--- src/rtl/eprom_burner.sv ---
module eprom_burner #(
  parameter int ADDR_W     = 14,
  parameter int DATA_W     = 8,
  parameter int PULSE_CYC  = 10000,
  parameter int GAP_CYC    = 4,
  parameter int MAX_PULSES = 25
) (
  input  logic              clk,
  input  logic              rst_n,
  input  logic              start,
  output logic [ADDR_W-1:0] dev_addr,
  input  logic [DATA_W-1:0] src_data,
  output logic [DATA_W-1:0] dev_wdata,
  input  logic [DATA_W-1:0] dev_rdata,
  output logic              ce_n,
  output logic              oe_n,
  output logic              pgm_n,
  output logic              sup_prog,
  output logic              sup_final,
  output logic              done,
  output logic              pass,
  output logic              fail,
  output logic [ADDR_W-1:0] fail_addr
);
  localparam int TW = $clog2((PULSE_CYC > GAP_CYC ? PULSE_CYC : GAP_CYC) + 1);
  localparam int CW = $clog2(MAX_PULSES + 1);
  localparam logic [ADDR_W-1:0] LAST  = '1;
  localparam logic [TW-1:0]     PLOAD = TW'(PULSE_CYC - 1);
  localparam logic [TW-1:0]     GLOAD = TW'(GAP_CYC - 1);
  localparam logic [CW-1:0]     PCAP  = CW'(MAX_PULSES);

  typedef enum logic [2:0] {IDLE, VSET, VCHK, PULSE, FSET, FCHK, FIN} st_t;

  st_t           st;
  logic [TW-1:0] tmr;
  logic [CW-1:0] pcnt;

  wire match = dev_rdata == src_data;

  assign dev_wdata = src_data;
  assign pgm_n     = st != PULSE;
  assign ce_n      = st == IDLE || st == FIN;
  assign oe_n      = ce_n || st == PULSE;
  assign sup_prog  = st == VSET || st == VCHK || st == PULSE;
  assign sup_final = st == FSET || st == FCHK;

  always_ff @(posedge clk) begin
    if (!rst_n) begin
      st        <= IDLE;
      tmr       <= '0;
      pcnt      <= '0;
      dev_addr  <= '0;
      fail_addr <= '0;
      done      <= 1'b0;
      pass      <= 1'b0;
      fail      <= 1'b0;
    end else begin
      case (st)
        IDLE, FIN: if (start) begin
          st       <= VSET;
          dev_addr <= '0;
          pcnt     <= '0;
          tmr      <= GLOAD;
          done     <= 1'b0;
          pass     <= 1'b0;
          fail     <= 1'b0;
        end
        VSET: if (tmr == '0) st <= VCHK; else tmr <= tmr - 1'b1;
        VCHK: begin
          if (match) begin
            tmr  <= GLOAD;
            pcnt <= '0;
            if (dev_addr == LAST) begin
              dev_addr <= '0;
              st       <= FSET;
            end else begin
              dev_addr <= dev_addr + 1'b1;
              st       <= VSET;
            end
          end else if (pcnt == PCAP) begin
            fail_addr <= dev_addr;
            fail      <= 1'b1;
            done      <= 1'b1;
            st        <= FIN;
          end else begin
            pcnt <= pcnt + 1'b1;
            tmr  <= PLOAD;
            st   <= PULSE;
          end
        end
        PULSE: if (tmr == '0) begin
          tmr <= GLOAD;
          st  <= VSET;
        end else tmr <= tmr - 1'b1;
        FSET: if (tmr == '0) st <= FCHK; else tmr <= tmr - 1'b1;
        FCHK: begin
          if (!match) begin
            fail_addr <= dev_addr;
            fail      <= 1'b1;
            done      <= 1'b1;
            st        <= FIN;
          end else if (dev_addr == LAST) begin
            pass <= 1'b1;
            done <= 1'b1;
            st   <= FIN;
          end else begin
            dev_addr <= dev_addr + 1'b1;
            tmr      <= GLOAD;
            st       <= FSET;
          end
        end
        default: st <= IDLE;
      endcase
    end
  end

  logic [TW:0] lo_len, hi_len;
  always_ff @(posedge clk) begin
    if (!rst_n) begin
      lo_len <= '0;
      hi_len <= '0;
    end else begin
      lo_len <= pgm_n ? '0 : lo_len + 1'b1;
      if (!pgm_n)          hi_len <= '0;
      else if (hi_len != '1) hi_len <= hi_len + 1'b1;
    end
  end


  pulse_width_chk: assert property (@(posedge clk) disable iff (!rst_n)
    $rose(pgm_n) |-> lo_len == (TW+1)'(PULSE_CYC));

  pulse_cond_chk: assert property (@(posedge clk) disable iff (!rst_n)
    !pgm_n |-> !ce_n && oe_n && sup_prog && !sup_final);

  pulse_addr_chk: assert property (@(posedge clk) disable iff (!rst_n)
    !pgm_n |=> pgm_n || $stable(dev_addr));

  verify_gap_chk: assert property (@(posedge clk) disable iff (!rst_n)
    (st == VCHK && pcnt != '0) |-> hi_len >= (TW+1)'(GAP_CYC));

  pulse_cap_chk: assert property (@(posedge clk) disable iff (!rst_n)
    pcnt <= PCAP);

  supply_excl_chk: assert property (@(posedge clk) disable iff (!rst_n)
    !(sup_prog && sup_final));

  verdict_chk: assert property (@(posedge clk) disable iff (!rst_n)
    done |-> (pass != fail));

  halt_quiet_chk: assert property (@(posedge clk) disable iff (!rst_n)
    fail |-> ce_n && pgm_n && !sup_prog);
endmodule

--- config.mk ---
export PLATFORM = sky130hd
export DESIGN_NAME = eprom_burner
export DESIGN_NICKNAME = d
export VERILOG_FILES = /design/src/rtl/eprom_burner.sv
export SDC_FILE = /design/constraint.sdc
export NUM_CORES = 1
export LEC_CHECK = 0
export CAP_MARGIN = 20
export CORE_MARGIN = 5
export CORE_UTILIZATION = 55
export CTS_BUF_LIST = sky130_fd_sc_hd__clkbuf_8
export DETAILED_ROUTE_END_ITERATION = 10
export PLACE_DENSITY = 0.84
export REMOVE_ABC_BUFFERS = 1
export SETUP_SLACK_MARGIN = 0.4
export SKIP_CTS_REPAIR_TIMING = 1
export SLEW_MARGIN = 0
export SYNTH_ARGS = -nofsm -noshare
export SYNTH_HDL_FRONTEND = slang
export SYNTH_SLANG_ARGS = --single-unit
--- constraint.sdc ---
create_clock -name clk -period 6 [get_ports clk]
set_input_delay 0.6 -clock clk [delete_from_list [all_inputs] [get_ports clk]]
set_output_delay 0.6 -clock clk [all_outputs]
set_load 0.01 [all_outputs]
==> out/results.txt, run 1 <==
Status: completed
Post-DRT Antenna Nets: 0
Peak Freq: 0.341 GHz
RR Endpoint: dev_addr[2]
Die area: 7230 um^2
Global-route wire length before repair: 12900 um
Via count: 2910
Port Buffers: 62
Vias in the first global route: 2759
Synth warnings: 0
Max clock buf depth: 2
Final #Nets: 435
Crit-path max FO: 17
Global route total overflow: 0
Finished layout cell area: 3730 um^2
Row cnt: 27
Number of synthesized register bits: 53
Layout area overhead: 20.4%
Number of vias per cell: 6.01
Synth Instances: 370
MaxCap Viol Count: 0
WS Path Type: register to output port
Register clock-pin slew on the reported worst setup and hold paths: 90 ps
Hold wc startpoint: done
Crit path arrival time: 2330 ps
RSZ-0062 raised after global routing: false
Initial antenna violation count: 0
Chip width: 85.1 um
Static leakage: 1.41 nW
Crit share post-route: 0.488
Yosys top cell area share: 0.342
Pre-CTS setup slack: 2840 ps
Tmin final: 2930 ps
Setup TNS: 0 ps
Setup crit end kind: output port
Starting Density: 0.563
TritonCTS clock tree: done
Post-synth top area cell: dfxtp_1
Final setup margin: 3070 ps
Crit-path cells: inv_2 -> or2_2 -> o21ai_0 -> clkdlybuf4s50_1
Core Util, Final: 0.677
Root buf cell: clkbuf_8
Fin cells: 484
Critical Path Max Stage Delay: 780 ps
Worst-margin pin slew: 1030 ps
Reg2reg start: st[1]
Worst hold margin: 478 ps
Gpl congestion: 0.890
Slack of the worst reg-to-reg path: 3260 ps
H-tree levels: 2
TritonCTS Buffers: 5
I/O pins: 63
Synth async-reset ratio: 0
Fraction of layout cells with a size suffix above 1: 0.0558
CP Buf/Inv Count: 2
Worst Setup Start Kind: register
N_diodes: 0
Tot Pwr: 1.25 mW
Pre-antenna DRT Iters: 4
Total track usage: 0.213
Synth cell types: 63
Worst-skew pair later-pin latency: 310 ps
HPWL Detailed: 5620 um
Post-synthesis sequential area ratio: 0.342
Max VDD drop: 0.000291 V
Predominant post-synthesis flop cell: dfxtp_1
Placed Cells: 476
CORE AREA: 5510 um^2
Hold Crit Class: register to register
Synthesized cell area: 3100 um^2
Area after DPL: 3620 um^2
Drt wl/cell: 15.8 um
Die span in y: 85.1 um
Worst slew margin: 0.314
Final Setup Violations: 0
PwrDens: 335 nW/um^2
R2R cell count: 5
Post-synth EDFFs: 0
Layout Skew: 5.01 ps
Drt initial violations: 135
Total Wirelength: 7660 um
Largest net degree at the start of global routing: 26
Max stage delay cell, worst path: dfxtp_1
DRC viols: 0
Clock sink total: 53
Hold EP: done
Min-Delay Path Depth: 2
Final hold violation count: 0
Top delay family on crit path: buffers and inverters
Pins over their slew limit: 0
Syn avg cell area: 8.37 um^2
Top cells by area, synth: dfxtp_1 (34%), a21oi_1 (5.2%), mux2i_1 (5.2%)
Req. time, crit path: 5400 ps
state kept, by name, summed over array words and instances (netlist names):
signal     count
st             3
tmr           14
fail           1
done           1
fail_addr     14
pcnt           5
pass           1
dev_addr      14
cell type report:
cell class | instances | area [um^2]
multi-input combinational | 279 | 1810
fill | 473 | 1780
sequential | 53 | 1060
timing repair buffer | 62 | 621
tap | 72 | 90.1
clock buffer | 5 | 68.8
clock inverter | 3 | 42.5
inverter | 10 | 37.5
layout by cell type (no fill, tap or decap), types with 3 or more instances in the layout:
cell type / instances
and4_1: 3
nand4_1: 11
a21oi_1: 32
xor2_1: 6
o21ai_0: 19
clkbuf_8: 5
or2_2: 3
nor3_1: 7
nor4_1: 5
inv_1: 10
nand2b_1: 3
nand3_1: 9
o311ai_0: 3
xnor2_1: 14
nor2_1: 41
dfxtp_1: 53
ha_1: 5
o211ai_1: 5
a211oi_1: 4
nand2_1: 26
mux2i_1: 16
or4_1: 9
o22ai_1: 4
clkdlybuf4s50_1: 62
o31ai_1: 8
and3_1: 3
worst max path at each step:
stage	cells past startpoint	to	startpoint	slack, ps
2_1_floorplan	7	dev_addr[13]	dev_addr[0]	3750
6_report	4	oe_n	st[1]	3070
5_1_grt	7	dev_addr[10]	src_data[4]	2940
3_3_place_gp	7	dev_addr[13]	src_data[1]	2900
4_1_cts	4	oe_n	st[1]	3090
3_5_place_dp	7	dev_addr[13]	src_data[1]	2840
report_power, final:
part | internal [mW] | switching (mW) | total (mW)
clock | 0.124 | 0.118 | 0.241
sequential | 0.395 | 0.0769 | 0.472
combinational | 0.222 | 0.315 | 0.537
total | 0.741 | 0.509 | 1.25
cell families after synthesis:
kind of cell               Yosys count  share of synthesized area
xor gates and xnor gates            20                     0.0565
DFF                                 53                      0.342
muxes                               16                     0.0517
AOI/OAI and AO/OA                  103                      0.223
buffers and inverters               38                     0.0739
adders and majority gates            5                     0.0202
and+or+nand+nor                    135                      0.232
per-layer routing:
metal | GRT usage | routed length, um | up-vias
li1 | - | - | 1436
met1 | 0.281 | 3390 | 1375
met2 | 0.357 | 3710 | 89
met3 | 0.0388 | 468 | 10
met4 | 0.0561 | 83 | 0
met5 | 0 | 0 | -
worst register-to-register path, delay by kind of cell, from the launching register on:
family,cells,cell delay (ps)
and+or+nand+nor,2,470
DFF,1,780
AOI/OAI and AO/OA,3,1350
cells in the mapped netlist, drive strengths merged, types with 3 or more instances:
master  number
nor3         7
nand4       12
nor4         6
o22ai        4
o311ai       3
a21o         3
o211ai       6
and3         3
o21ai       20
nand2       26
nand3        9
nor2        41
or2          5
and4         3
mux2i       16
dfxtp       53
clkbuf       7
a21oi       34
inv         10
xor2         6
xnor2       14
nand2b       3
a211oi       4
ha           5
buf         21
or3          3
or4         10
o31ai        8
Power figures use the tool's default switching activity.
==> run 2: changes to the inputs <==
- CORE_UTILIZATION: 55 -> 53
- PLACE_DENSITY: 0.84 -> 0.81
- clock period: 6 -> 2.7 ns (I/O delays scaled with it)
==> run 2 against run 1 <==
Critical path depth grew 3. Largest power group unchanged. Register-to-register slack lost 2800 ps. Final cell count grew 4.3%. Sequential power grew 110%. Sequential share of layout area shrank 1.3 points. Utilization grew 2.2 points. Clock skew grew 1.5 ps. Sequential cell count is the same.
==> out/results.txt, run 2 (synthesis results as in run 1) <==
H-tree levels: 2
RR Endpoint: st[2]
Worst-skew pair later-pin latency: 300 ps
Worst slew margin: 0.657
Slack of the worst reg-to-reg path: 490 ps
Pre-antenna DRT Iters: 4
Peak Freq: 0.452 GHz
Initial antenna violation count: 0
Die span in y: 86.5 um
Biggest registers after layout: dev_addr x14, fail_addr x14, tmr x14
Req. time, crit path: 2930 ps
Worst Setup Start Kind: register
Gpl congestion: 0.882
N_diodes: 0
HPWL Detailed: 5880 um
Register clock-pin slew on the reported worst setup and hold paths: 90 ps
Worst-margin pin slew: 509 ps
Layout Skew: 6.53 ps
Vias in the first global route: 2818
Crit-path cells: ha_2 -> nand4_1 -> or2_2 -> nor4_4 -> a21o_1 -> or4b_1 -> a21oi_1
Switching Fraction: 0.398
Most common cell after layout, fill and taps aside: clkdlybuf4s50_1
Setup crit end kind: register
Crit path arrival time: 2440 ps
WS Path Type: register to register
Sw power: 1.15 mW
Seq pwr share: 0.352
Tot Pwr: 2.89 mW
Hold wc startpoint: done
MaxCap Viol Count: 0
Area after DPL: 3750 um^2
Clk pwr share: 0.184
Tmin final: 2210 ps
Layout area overhead: 26.5%
RSZ-0062 raised after global routing: false
I/O pins: 63
Starting Density: 0.552
PwrDens: 736 nW/um^2
Row cnt: 27
Global route total overflow: 0
Max VDD drop: 0.000532 V
Total track usage: 0.214
DRC viols: 0
Worst hold margin: 476 ps
R2R cell count: 7
Comb pwr share: 0.464
TritonCTS Buffers: 5
Number of vias per cell: 5.94
Most frequent cells in the layout: clkdlybuf4s50_1 (61), dfxtp_1 (49), nor2_1 (41)
Drt wl/cell: 15.6 um
Final Setup Violations: 0
Largest net degree at the start of global routing: 22
Max stage delay cell, worst path: or4b_1
Finished layout cell area: 3920 um^2
Hold EP: done
Post-DRT Antenna Nets: 0
Status: completed
Critical Path Max Stage Delay: 460 ps
Static leakage: 1.53 nW
Hold Crit Class: register to register
Drt initial violations: 188
Pint: 1.74 mW
Crit-path max FO: 5
Pins over their slew limit: 0
Chip width: 86.5 um
Port Buffers: 62
Filler cells: 481
Global-route wire length before repair: 13400 um
Min-Delay Path Depth: 2
Clock sink total: 53
CORE AREA: 5610 um^2
Reg2reg start: dev_addr[1]
Max clock buf depth: 2
Fraction of layout cells with a size suffix above 1: 0.125
Final hold violation count: 0
Setup TNS: 0 ps
Root buf cell: clkbuf_8
Total Wirelength: 7860 um
Final #Nets: 456
Crit share post-route: 0.820
TritonCTS clock tree: done
Die area: 7470 um^2
Via count: 3000
[run 2: cell count changes in the layout (fill, tap and decap cells not counted), moves of 2 or more]
cell and delta:
dfxtp_1 -4, o21ai_0 -2, dfxtp_2 +4, buf_4 +21, o21ai_1 +2
[run 2: cell type report]
class / count / area [um^2] / area share
Tap cell: 72 / 90.1 / 0.0230
Timing Repair Buffer: 83 / 781 / 0.199
Clock buffer: 5 / 68.8 / 0.0176
Clock inverter: 3 / 42.5 / 0.0109
Inverter: 10 / 37.5 / 0.00958
Multi-Input combinational cell: 279 / 1830 / 0.468
Sequential cell: 53 / 1070 / 0.272
[run 2: layer usage]
metal | vias to the layer above | share of wire | GRT usage
met5 | - | 0 | 0
met4 | 0 | 0.0092 | 0.0453
met3 | 8 | 0.082 | 0.0409
met2 | 129 | 0.48 | 0.361
met1 | 1381 | 0.43 | 0.285
li1 | 1482 | - | -
[run 2: power groups by stage]
| stage | logic, mW | clock network (mW) | registers, mW |
|---|---|---|---|
| 2_1_floorplan | 0.821 | 0 | 1.03 |
| 3_3_place_gp | 1.26 | 0 | 1.02 |
| 3_5_place_dp | 1.28 | 0 | 1.02 |
| 4_1_cts | 1.30 | 0.547 | 1.01 |
| 5_1_grt | 1.49 | 0.579 | 1.03 |
| 6_report | 1.34 | 0.531 | 1.01 |
[run 2: worst max-delay path by stage]
stage / from / end / slack [ps] / cells after the start
2_1_floorplan: dev_addr[0] / dev_addr[13] / 450 / 7
3_3_place_gp: start / dev_addr[13] / 270 / 7
3_5_place_dp: start / dev_addr[13] / 220 / 7
4_1_cts: st[2] / oe_n / 310 / 5
5_1_grt: dev_addr[0] / st[2] / 380 / 7
6_report: dev_addr[1] / st[2] / 490 / 7
[run 2: critical path, delay by kind of cell (launching register included)]
| family | cells | cell delay, ps |
|---|---|---|
| AOI/OAI and AO/OA | 2 | 320 |
| adders and majority gates | 1 | 230 |
| DFF | 1 | 360 |
| and+or+nand+nor | 4 | 1240 |
[run 2: metrics by stage]
stage	setup slack, ps	util	std cells
after floorplan	451	-	342
after global placement	271	0.669	494
after detailed placement	225	0.669	494
after CTS	306	0.689	502
after global routing	384	0.699	505
final	485	0.699	505
==> run 3: changes to the inputs <==
- clock period: 2.7 -> 2.2 ns (I/O delays scaled with it)
==> run 3 against run 2 <==
Clock-buffer cell count is the same. Utilization grew 15 points. Sequential cell count is the same. Clock power grew 12%. Global-route usage grew 3.2 points. Via count grew 23%. First-iteration DRC count grew 98%. Largest cell class unchanged. Highest routed layer unchanged.
==> out/results.txt, run 3 (synthesis results as in run 1) <==
HPWL Detailed: 6790 um
I/O pins: 63
Worst-skew pair later-pin latency: 330 ps
Final #Nets: 509
Number of vias per cell: 6.61
Die area: 7470 um^2
Crit path arrival time: 2340 ps
Peak Freq: 0.479 GHz
N_diodes: 0
Vias in the first global route: 3210
PwrDens: 945 nW/um^2
Pre-antenna DRT Iters: 5
Via count: 3688
Root buf cell: clkbuf_8
Slack of the worst reg-to-reg path: 110 ps
Layout area overhead: 54.1%
Chip width: 86.5 um
Register clock-pin slew on the reported worst setup and hold paths: 100 ps
Tmin final: 2090 ps
Req. time, crit path: 2450 ps
Clock sink total: 53
Reg2reg start: pcnt[1]
Total track usage: 0.246
MaxCap Viol Count: 0
Global-route wire length before repair: 15000 um
Fraction of layout cells with a size suffix above 1: 0.354
Initial antenna violation count: 0
Hold Crit Class: register to register
Placed Cells: 539
TritonCTS clock tree: done
Area occupied by multi-input gates: 2170 um^2
Drt initial violations: 373
Drt wl/cell: 21.3 um
WS Path Type: register to register
Most frequent cells in the layout: buf_4 (64), clkdlybuf4s50_1 (40), dfxtp_1 (38)
Pre-CTS setup slack: -174 ps
Hold EP: pcnt[1]
TritonCTS Buffers: 5
Reg area: 1090 um^2
Worst Setup Start Kind: register
RR Endpoint: tmr[11]
H-tree levels: 2
Worst slew margin: 0.565
Final hold violation count: 0
Static leakage: 2.09 nW
Fin cells: 558
Setup TNS: 0 ps
Crit share post-route: 0.949
Setup crit end kind: register
Biggest registers after layout: dev_addr x14, fail_addr x14, tmr x14
Final setup margin: 111 ps
Crit-path max FO: 4
Final Setup Violations: 0
Gpl congestion: 0.919
Die span in y: 86.5 um
Hold wc startpoint: pcnt[1]
Total Wirelength: 11900 um
RSZ-0062 raised after global routing: true
Pins over their slew limit: 0
Status: completed
Worst-margin pin slew: 647 ps
Post-DRT Antenna Nets: 0
Global route total overflow: 0
Largest net degree at the start of global routing: 22
Max clock buf depth: 2
Max VDD drop: 0.000964 V
Most common cell after layout, fill and taps aside: buf_4
Port Buffers: 62
Min-Delay Path Depth: 2
Starting Density: 0.552
R2R cell count: 9
DRC viols: 0
CORE AREA: 5610 um^2
Layout Skew: 10.4 ps
Filler cells: 305
Row cnt: 27
run 3: changes by cell type in the layout (fill, tap and decap cells not counted), moves of 5 or more:
cell | previous run | this run
dfxtp_1 | 49 | 38
buf_4 | 21 | 64
dfxtp_2 | 4 | 9
xnor2_1 | 14 | 5
a21oi_2 | 2 | 8
nor2_1 | 41 | 36
xnor2_2 | 0 | 9
o21ai_0 | 17 | 12
a21oi_1 | 31 | 21
dlymetal6s2s_1 | 1 | 22
clkdlybuf4s50_1 | 61 | 40
buf_6 | 0 | 6
dfxtp_4 | 0 | 6
run 3: cell type report:
| cell class | instances | area share |
|---|---|---|
| clock buffers | 5 | 0.0144 |
| clock inverters | 3 | 0.00445 |
| inverters | 10 | 0.00839 |
| multi-input cells | 279 | 0.455 |
| flip-flops and latches | 53 | 0.229 |
| well taps | 72 | 0.0189 |
| repair buffers | 136 | 0.270 |
run 3: worst max path at each step:
stage                start           end  slack (ps)  cells past startpoint
3_3_place_gp         start  dev_addr[13]         -40                      7
2_1_floorplan  dev_addr[0]  dev_addr[13]         -50                      7
6_report           pcnt[1]       tmr[11]         110                      9
3_5_place_dp   src_data[5]         st[2]        -170                      8
5_1_grt            pcnt[1]       tmr[13]          70                      9
4_1_cts              st[2]          oe_n         -90                      5
run 3: power by group:
group	internal [mW]	switching, mW	leakage (nW)
registers	1.09	0.155	0.438
clock network	0.227	0.367	0.0445
logic	1.20	1.48	1.60
total	2.52	2.00	2.09
run 3: stage by stage:
step | hold WS (ps) | total power [mW] | utilization | instance area, um^2
after global placement | 451 | 3.11 | 0.734 | 4120
after global routing | 534 | 4.70 | 0.851 | 4770
after CTS | 472 | 3.75 | 0.750 | 4210
final | 504 | 4.51 | 0.851 | 4770
after floorplan | 351 | 2.28 | - | 2910
after detailed placement | 453 | 3.18 | 0.734 | 4120
run 3: metal layers:
layer	track usage	part of all wire	vias up
li1	-	-	1586
met1	0.304	0.36	1709
met2	0.435	0.49	324
met3	0.0466	0.11	69
met4	0.0652	0.051	0
met5	0	0	-
run 3: worst max-delay path, stage by stage (launching register included):
cell and delay, ps:
dfxtp_2 350, inv_1 60, ha_1 150, nand4b_1 190, a311oi_2 340, o21ai_2 180, a21o_4 260, a21oi_2 200
buf_4 150, o2bb2ai_1 110
